--- config.mk ---
export PLATFORM = sky130hd
export DESIGN_NAME = dpc_mul
export DESIGN_NICKNAME = d
export VERILOG_FILES = /design/src/rtl/dpc_pkg.sv /design/src/rtl/dpc_cell.sv /design/src/rtl/dpc_array.sv /design/src/rtl/dpc_realign_cmp.sv /design/src/rtl/dpc_ctrl.sv /design/src/rtl/dpc_mul.sv
export SDC_FILE = /design/constraint.sdc
export NUM_CORES = 1
export LEC_CHECK = 0
export ABC_AREA = 1
export BUFFER_PORTS_ARGS = -buffer_cell sky130_fd_sc_hd__buf_2
export CAP_MARGIN = 20
export CELL_PAD_IN_SITES_DETAIL_PLACEMENT = 1
export CELL_PAD_IN_SITES_GLOBAL_PLACEMENT = 1
export CORE_MARGIN = 8
export CORE_UTILIZATION = 42
export DETAILED_ROUTE_END_ITERATION = 10
export GPL_TIMING_DRIVEN = 0
export HOLD_SLACK_MARGIN = 0.06
export PLACE_DENSITY = 0.82
export SYNTH_ARGS = -nofsm -noshare
export SYNTH_HDL_FRONTEND = slang
export SYNTH_HIERARCHICAL = 1
export SYNTH_SLANG_ARGS = --single-unit
--- constraint.sdc ---
create_clock -name clk -period 1.3 [get_ports clk]
set_input_delay 0.065 -clock clk [delete_from_list [all_inputs] [get_ports clk]]
set_output_delay 0.065 -clock clk [all_outputs]
set_load 0.02 [all_outputs]
--- src/rtl/dpc_pkg.sv ---
package dpc_pkg;

  // Sequencer phases: idle, normal-reduction pass, alternate-reduction pass.
  typedef enum logic [1:0] {
    ST_IDLE  = 2'd0,
    ST_PASS1 = 2'd1,
    ST_PASS2 = 2'd2
  } dpc_state_e;

endpackage

--- src/rtl/dpc_cell.sv ---
module dpc_cell (
  input  logic a_in,
  input  logic b_in,
  input  logic c_in,
  output logic a_out,
  output logic c_out
);

  // Multiplier bit passes through the row; partial sum accumulates downward.
  assign a_out = a_in;
  assign c_out = c_in ^ (a_in & b_in);

endmodule

--- src/rtl/dpc_array.sv ---
module dpc_array #(
  parameter int WIDTH = 7,
  parameter int TAP   = 3
) (
  input  logic [WIDTH-1:0] a_vec,
  input  logic [WIDTH-1:0] b_vec,
  input  logic             alt_red,
  output logic [WIDTH-1:0] c_vec,
  output logic             a_bad
);

  localparam int LAST = WIDTH - 1;
  localparam int FB   = WIDTH - TAP - 1;

  logic [WIDTH-1:0] b_row [WIDTH];
  logic [WIDTH-1:0] c_row [WIDTH+1];
  logic [WIDTH-1:0] row_bad;

  // Multiply-by-x in either coordinate: a rotate plus one feedback XOR,
  // at bit TAP for the normal reduction, at bit 0 for the alternate one.
  function automatic logic [WIDTH-1:0] step_x(input logic [WIDTH-1:0] v,
                                              input logic alt);
    logic [WIDTH-1:0] r;
    r = {v[WIDTH-2:0], v[WIDTH-1]};
    if (alt) r[0]   = r[0]   ^ v[FB];
    else     r[TAP] = r[TAP] ^ v[WIDTH-1];
    return r;
  endfunction

  assign b_row[0] = b_vec;
  assign c_row[0] = '0;

  for (genvar i = 0; i < WIDTH; i++) begin : g_row
    logic [WIDTH:0] a_link;
    assign a_link[0] = a_vec[i];

    for (genvar j = 0; j < WIDTH; j++) begin : g_col
      dpc_cell u_cell (
        .a_in  (a_link[j]),
        .b_in  (b_row[i][j]),
        .c_in  (c_row[i][j]),
        .a_out (a_link[j+1]),
        .c_out (c_row[i+1][j])
      );
    end

    // Row-level pass-through check: bit entering vs bit leaving the row.
    assign row_bad[i] = a_link[WIDTH] ^ a_vec[i];

    if (i < LAST) begin : g_next
      assign b_row[i+1] = step_x(b_row[i], alt_red);
    end
  end

  assign c_vec = c_row[WIDTH];
  assign a_bad = |row_bad;

endmodule

--- src/rtl/dpc_realign_cmp.sv ---
module dpc_realign_cmp #(
  parameter int WIDTH = 7,
  parameter int TAP   = 3
) (
  input  logic [WIDTH-1:0] first_res,
  input  logic [WIDTH-1:0] second_res,
  output logic             same
);

  logic [WIDTH-1:0] aligned;

  // The rotated pass holds coefficient k at position (k - TAP) mod WIDTH.
  for (genvar k = 0; k < WIDTH; k++) begin : g_map
    assign aligned[k] = second_res[(k + WIDTH - TAP) % WIDTH];
  end

  assign same = (aligned == first_res);

endmodule

--- src/rtl/dpc_ctrl.sv ---
module dpc_ctrl
  import dpc_pkg::*;
#(
  parameter int WIDTH = 7
) (
  input  logic             clk,
  input  logic             rst_n,
  input  logic             start,
  input  logic [WIDTH-1:0] op_a,
  input  logic [WIDTH-1:0] op_b,
  input  logic             arr_a_bad,
  input  logic [WIDTH-1:0] arr_c,
  input  logic             cmp_same,
  output logic [WIDTH-1:0] a_hold,
  output logic [WIDTH-1:0] b_hold,
  output logic             alt_red,
  output logic [WIDTH-1:0] first_res,
  output logic             done,
  output logic [WIDTH-1:0] product,
  output logic             error
);

  dpc_state_e       st_q, st_d;
  logic             accept, cap_first, finish, check_bad;
  logic [WIDTH-1:0] a_q, b_q, c1_q;
  logic             abad1_q;
  logic             done_q, done_d;
  logic [WIDTH-1:0] prod_q, prod_d;
  logic             err_q, err_d;

  // ---------------- next-state logic ----------------
  always_comb begin
    accept    = start && (st_q != ST_PASS1);
    cap_first = (st_q == ST_PASS1);
    finish    = (st_q == ST_PASS2);
    st_d      = st_q;
    case (st_q)
      ST_IDLE:  if (accept) st_d = ST_PASS1;
      ST_PASS1: st_d = ST_PASS2;
      ST_PASS2: st_d = accept ? ST_PASS1 : ST_IDLE;
      default:  st_d = ST_IDLE;
    endcase
  end

  always_comb begin
    check_bad = !cmp_same || arr_a_bad || abad1_q;
    done_d    = finish;
    prod_d    = prod_q;
    err_d     = err_q;
    if (finish) begin
      err_d  = check_bad;
      prod_d = check_bad ? '0 : c1_q;
    end
  end

  // ---------------- registers ----------------
  always_ff @(posedge clk or negedge rst_n) begin
    if (!rst_n) begin
      st_q   <= ST_IDLE;
      done_q <= 1'b0;
      prod_q <= '0;
      err_q  <= 1'b0;
    end else begin
      st_q   <= st_d;
      done_q <= done_d;
      prod_q <= prod_d;
      err_q  <= err_d;
    end
  end

  always_ff @(posedge clk or negedge rst_n) begin
    if (!rst_n) begin
      a_q <= '0;
      b_q <= '0;
    end else if (accept) begin
      a_q <= op_a;
      b_q <= op_b;
    end
  end

  always_ff @(posedge clk or negedge rst_n) begin
    if (!rst_n) begin
      c1_q    <= '0;
      abad1_q <= 1'b0;
    end else if (cap_first) begin
      c1_q    <= arr_c;
      abad1_q <= arr_a_bad;
    end
  end

  assign a_hold    = a_q;
  assign b_hold    = b_q;
  assign alt_red   = (st_q == ST_PASS2);
  assign first_res = c1_q;
  assign done      = done_q;
  assign product   = prod_q;
  assign error     = err_q;

  // ---------------- assertions ----------------
  p_pass_order_r3: assert property (@(posedge clk) disable iff (!rst_n)
    (st_q == ST_PASS1) |=> (st_q == ST_PASS2));

  p_done_single_r3: assert property (@(posedge clk) disable iff (!rst_n)
    done_q |=> !done_q);

  p_done_after_alt_r3: assert property (@(posedge clk) disable iff (!rst_n)
    done_q |-> ($past(st_q) == ST_PASS2));

  p_busy_ignored_r5: assert property (@(posedge clk) disable iff (!rst_n)
    (st_q == ST_PASS1 && start) |=> ($stable(a_q) && $stable(b_q)));

  p_zero_on_err_r7: assert property (@(posedge clk) disable iff (!rst_n)
    err_q |-> (prod_q == '0));

  p_hold_between_r8: assert property (@(posedge clk) disable iff (!rst_n)
    !done_q |-> ($stable(prod_q) && $stable(err_q)));

endmodule

--- src/rtl/dpc_mul.sv ---
module dpc_mul #(
  parameter int WIDTH = 7,
  parameter int TAP   = 3
) (
  input  logic             clk,
  input  logic             rst_n,
  input  logic             start,
  input  logic [WIDTH-1:0] op_a,
  input  logic [WIDTH-1:0] op_b,
  output logic             done,
  output logic [WIDTH-1:0] product,
  output logic             error
);

  logic             rst_meta, rst_sync;
  logic [WIDTH-1:0] a_hold, b_hold, b_rot, arr_b, arr_c, first_res;
  logic             alt_red, arr_a_bad, cmp_same;

  // Asynchronous assertion, synchronous release.
  always_ff @(posedge clk or negedge rst_n) begin
    if (!rst_n) begin
      rst_meta <= 1'b0;
      rst_sync <= 1'b0;
    end else begin
      rst_meta <= 1'b1;
      rst_sync <= rst_meta;
    end
  end

  // Operand for the alternate pass: v_i = b_((i+TAP) mod WIDTH).
  for (genvar i = 0; i < WIDTH; i++) begin : g_rot
    assign b_rot[i] = b_hold[(i + TAP) % WIDTH];
  end

  assign arr_b = alt_red ? b_rot : b_hold;

  dpc_array #(.WIDTH(WIDTH), .TAP(TAP)) u_arr (
    .a_vec   (a_hold),
    .b_vec   (arr_b),
    .alt_red (alt_red),
    .c_vec   (arr_c),
    .a_bad   (arr_a_bad)
  );

  dpc_realign_cmp #(.WIDTH(WIDTH), .TAP(TAP)) u_cmp (
    .first_res  (first_res),
    .second_res (arr_c),
    .same       (cmp_same)
  );

  dpc_ctrl #(.WIDTH(WIDTH)) u_ctrl (
    .clk       (clk),
    .rst_n     (rst_sync),
    .start     (start),
    .op_a      (op_a),
    .op_b      (op_b),
    .arr_a_bad (arr_a_bad),
    .arr_c     (arr_c),
    .cmp_same  (cmp_same),
    .a_hold    (a_hold),
    .b_hold    (b_hold),
    .alt_red   (alt_red),
    .first_res (first_res),
    .done      (done),
    .product   (product),
    .error     (error)
  );

endmodule

==> impl_metrics.json, run 1 <==
{
  "die_h_um": 105.8,
  "cts_sinks": 35,
  "clockBufferDepth": 2,
  "antenna_found_initial": 0,
  "io_buffers": 25,
  "dpl.hpwl_um": 7183,
  "synth.distinct_cells": 22,
  "root_buffer": "clkbuf_8",
  "num_rows": 32,
  "start_util_pct": 43.64,
  "synth_area_um2": 3390,
  "syn_area_per_cell_um2": 5.824,
  "numCtsBuffers": 5,
  "repair-timing-grt-worst-ep": "u_ctrl/product[3]$_DFFE_PN0N_/D",
  "cts_max_level": 2,
  "placed_area_um2": 3879,
  "stop_error": "[ERROR DPL-0033] detailed placement checks failed during check placement.",
  "yosysWarningCount": 6,
  "routabilityCongestion": 0.8045,
  "worstEndpointType": "register data pin",
  "grt_max_degree": 24,
  "io_pins": 26,
  "ys_ff_latch": 35,
  "yosysSeqAreaShare_pct": 25.84,
  "stop_stage": "global routing (5_1_grt)",
  "syn_inst": 582,
  "die_width_um": 105.8,
  "status": "stopped before the end"
}
==> per-stage QoR <==
stage          hold slack [ns]  instances  setup WS [ns]
2_1_floorplan          -0.2306        595         -1.776
3_3_place_gp           -0.1495        722         -2.246
3_5_place_dp           -0.1489        723         -2.406
4_1_cts                0.06324        781         -2.026
==> what timing repair did <==
item                       in CTS
pin swaps                      65
setup endpoints to repair      16
hold endpoints to repair       16
setup buffers                  40
resized for setup              88
hold buffers                   15
==> cell families after synthesis <==
family | Yosys count | share of synthesized area (%)
compound gates | 10 | 2.362
xor+xnor | 9 | 2.326
other cells | 2 | 0.2216
simple gates | 375 | 45.22
buf+inv | 151 | 24.03
flops | 35 | 25.84
==> cell usage after synthesis, drive strengths merged <==
| master | count | area share (%) |
|---|---|---|
| conb | 2 | 0.22 |
| inv | 89 | 9.9 |
| nand2 | 284 | 32 |
| buf | 62 | 14 |
| nand3b | 1 | 0.22 |
| o21ai | 8 | 2.0 |
| xnor2 | 3 | 0.78 |
| nand3 | 71 | 11 |
| xor2 | 6 | 1.6 |
| a21oi | 2 | 0.41 |
| dfrtp | 35 | 26 |
| nor2 | 19 | 2.3 |
==> run 2, diff against run 1 <==
--- a/config.mk
+++ b/config.mk
@@ -8,14 +8,11 @@
 export ABC_AREA = 1
 export BUFFER_PORTS_ARGS = -buffer_cell sky130_fd_sc_hd__buf_2
 export CAP_MARGIN = 20
-export CELL_PAD_IN_SITES_DETAIL_PLACEMENT = 1
-export CELL_PAD_IN_SITES_GLOBAL_PLACEMENT = 1
 export CORE_MARGIN = 8
-export CORE_UTILIZATION = 42
+export CORE_UTILIZATION = 40
 export DETAILED_ROUTE_END_ITERATION = 10
 export GPL_TIMING_DRIVEN = 0
-export HOLD_SLACK_MARGIN = 0.06
-export PLACE_DENSITY = 0.82
+export PLACE_DENSITY_LB_ADDON = 0.15
 export SYNTH_ARGS = -nofsm -noshare
 export SYNTH_HDL_FRONTEND = slang
 export SYNTH_HIERARCHICAL = 1
==> run 2 against run 1 <==
Effect of this change:
- synthesized cell count did not move
- the flow now finishes, with violations (setup timing)
- area after synthesis is the same
==> impl_metrics.json, run 2 <==
{
  "status": "complete, but fails checks",
  "violations": "setup timing",
  "drt_iter0_drc": 101,
  "drt_first_pass_iters": 5,
  "synthMuxAreaShare_pct": 0,
  "synth_edf_count": 0,
  "slowest_stage": "dfrtp_1",
  "cts_max_level": 2,
  "drive_gt1_share_pct": 44.44,
  "die_h_um": 108.1,
  "drtAntennaViolNets": 0,
  "worstMarginPinSlew_ns": 0.6151,
  "required_ns": 1.53,
  "syn_area_per_cell_um2": 5.824,
  "fin_skew_ns": 0.008310,
  "via_per_inst": 4.549,
  "syn_inst": 582,
  "cts_sinks": 35,
  "synth.distinct_cells": 22,
  "layout_common_cells": "nand2_1 (209), inv_1 (54), buf_4 (53)",
  "netlist.area_leader.share_pct": 30.90,
  "cp_common_cell": "buf_4",
  "diodes": 0,
  "clockBufferDepth": 2,
  "crit_start": "u_ctrl/st_q[0]",
  "num_rows": 33,
  "wl_um": 8773,
  "antenna_found_initial": 0,
  "arrival_ns": 3.56,
  "endpoint_kind": "register",
  "grt_setup_unrepaired": "yes",
  "worstRegToRegCells": 33,
  "final_common_cell": "nand2_1",
  "drv_slew": 0,
  "synth_top_family_by_area": "simple AND/OR/NAND/NOR gates",
  "root_buffer": "clkbuf_8",
  "post_drt_wl_per_cell_um": 11.25,
  "synth_compound_area_share_pct": 2.362,
  "synth_most_common_cell": "nand2_1",
  "setup_tns_ns": -25.68,
  "die_width_um": 108.1,
  "grt_pass1_vias": 3324,
  "async_reset_ff_share_pct": 100.0,
  "layout.nets": 691,
  "synth_area_um2": 3390,
  "grt_pass1_wl_um": 14000,
  "timing.rr.start": "u_ctrl/st_q[0]",
  "hp-class": "in2reg",
  "yosysWarningCount": 6,
  "gr-total-overflow": 0,
  "routabilityCongestion": 0.7531,
  "crit_path_start_kind": "register",
  "cts.reportedPaths.clkPinSlew_ns": 0.08,
  "max_stage_delay_ns": 0.39,
  "vias": 3548,
  "synth_top_cell_by_area": "nand2_1",
  "dieArea_um2": 11670,
  "tritoncts": "built",
  "grt_max_degree": 22,
  "route.detailed.drc": 0,
  "fmaxAchievable_ghz": 0.3005,
  "ys_ff_latch": 35,
  "report.final.setup_viol": 16,
  "numCtsBuffers": 5,
  "period_share_pct": 256.0,
  "synth_commonest_cells": "nand2_1 (279), inv_1 (84), nand3_1 (70), buf_4 (57), dfrtp_1 (35)",
  "start_util_pct": 41.25,
  "synthAdderAreaFrac_pct": 0,
  "fin_crit_ns": 3.328,
  "post-place-ws_ns": -2.242,
  "synth-xor-area-share_pct": 2.326,
  "io_buffers": 25,
  "io_pins": 26,
  "core_area_um2": 8217,
  "cp_max_fo": 8,
  "finish.utilization_pct": 60.80,
  "ys.flop_type": "dfrtp_1",
  "critical_path_class": "reg2reg",
  "hp-start": "op_a[1]",
  "synthTopCellsByArea": "nand2_1 (31%), dfrtp_1 (26%), buf_4 (13%)",
  "synthSimpleGateAreaFrac_pct": 45.22,
  "postLayoutSetupSlackWorst_ns": -2.028,
  "slew_headroom_pct": 58.99,
  "yosysSeqAreaShare_pct": 25.84,
  "grt.total_usage_pct": 14.48,
  "dpl.hpwl_um": 5940,
  "cap_viol_max_count": 0,
  "syn_to_final_growth_pct": 47.40,
  "hold-path-cell-count": 3,
  "clk_latency_ns": 0.29,
  "hold_viol_final": 0
}
## run 2: what timing repair did
action	CTS	global route
gates resized for setup	61	128
setup endpoints to repair	16	16
hold endpoints to repair	5	0
pin swaps	57	64
gates cloned	0	1
setup buffers	35	12
hold buffers	4	0
## run 2: critical path: cells and delay by family (launching register included)
family	cells	cell delay, ns
buffers and inverters	15	1.47
AND/OR/NAND/NOR	18	1.40
flip-flops	1	0.39
## run 2: layout make-up
cell class | count | area [µm²]
fillers | 748 | 3221
multi-input cells | 410 | 2360
flip-flops and latches | 35 | 875.8
repair buffers | 77 | 583.1
plain buffers | 56 | 573.1
inverters | 89 | 380.4
well taps | 105 | 131.4
clock buffers | 5 | 68.82
clock inverters | 3 | 23.77
## run 2: path summary, 6_finish.rpt
kind                                     end  slack (ns)
setup / recovery           u_ctrl/product[4]       -2.03
setup reg to reg           u_ctrl/product[4]       -2.03
max in group asynchronous   u_ctrl/b_hold[6]        0.53
hold / removal              u_ctrl/a_hold[1]       0.003
hold reg to reg             u_ctrl/a_hold[6]        0.24
min in group asynchronous           rst_meta        0.07
## run 2: per-stage QoR
stage               hold WS, ns  area (µm²)  instances
CTS                  0.00006925        4468        770
detailed placement      -0.1491        3882        726
global placement        -0.1489        3855        725
global route            0.02148        4996        780
finish                 0.003209        4996        780
floorplan               -0.2306        3598        595
## run 2: cell families (layout without fill, tap and decap cells)
group,count (synthesis),count (layout)
XOR/XNOR,9,9
AO/OA/AOI/OAI,10,10
other,2,15
AND/OR/NAND/NOR,375,376
flip-flops,35,35
buffers and inverters,151,230
## run 2: metal layers
| metal | up-vias | part of all wire [%] | global-route usage [%] |
|---|---|---|---|
| met4 | 0 | 2.3 | 4.856 |
| met5 | - | 0 | 0 |
| li1 | 1864 | - | - |
| met3 | 23 | 4.3 | 2.558 |
| met1 | 1594 | 44 | 17.83 |
| met2 | 67 | 49 | 24.85 |
Power of run 2 is not shown: default switching activity piles up to over one toggle a cycle in this logic, so the estimate is an artifact.
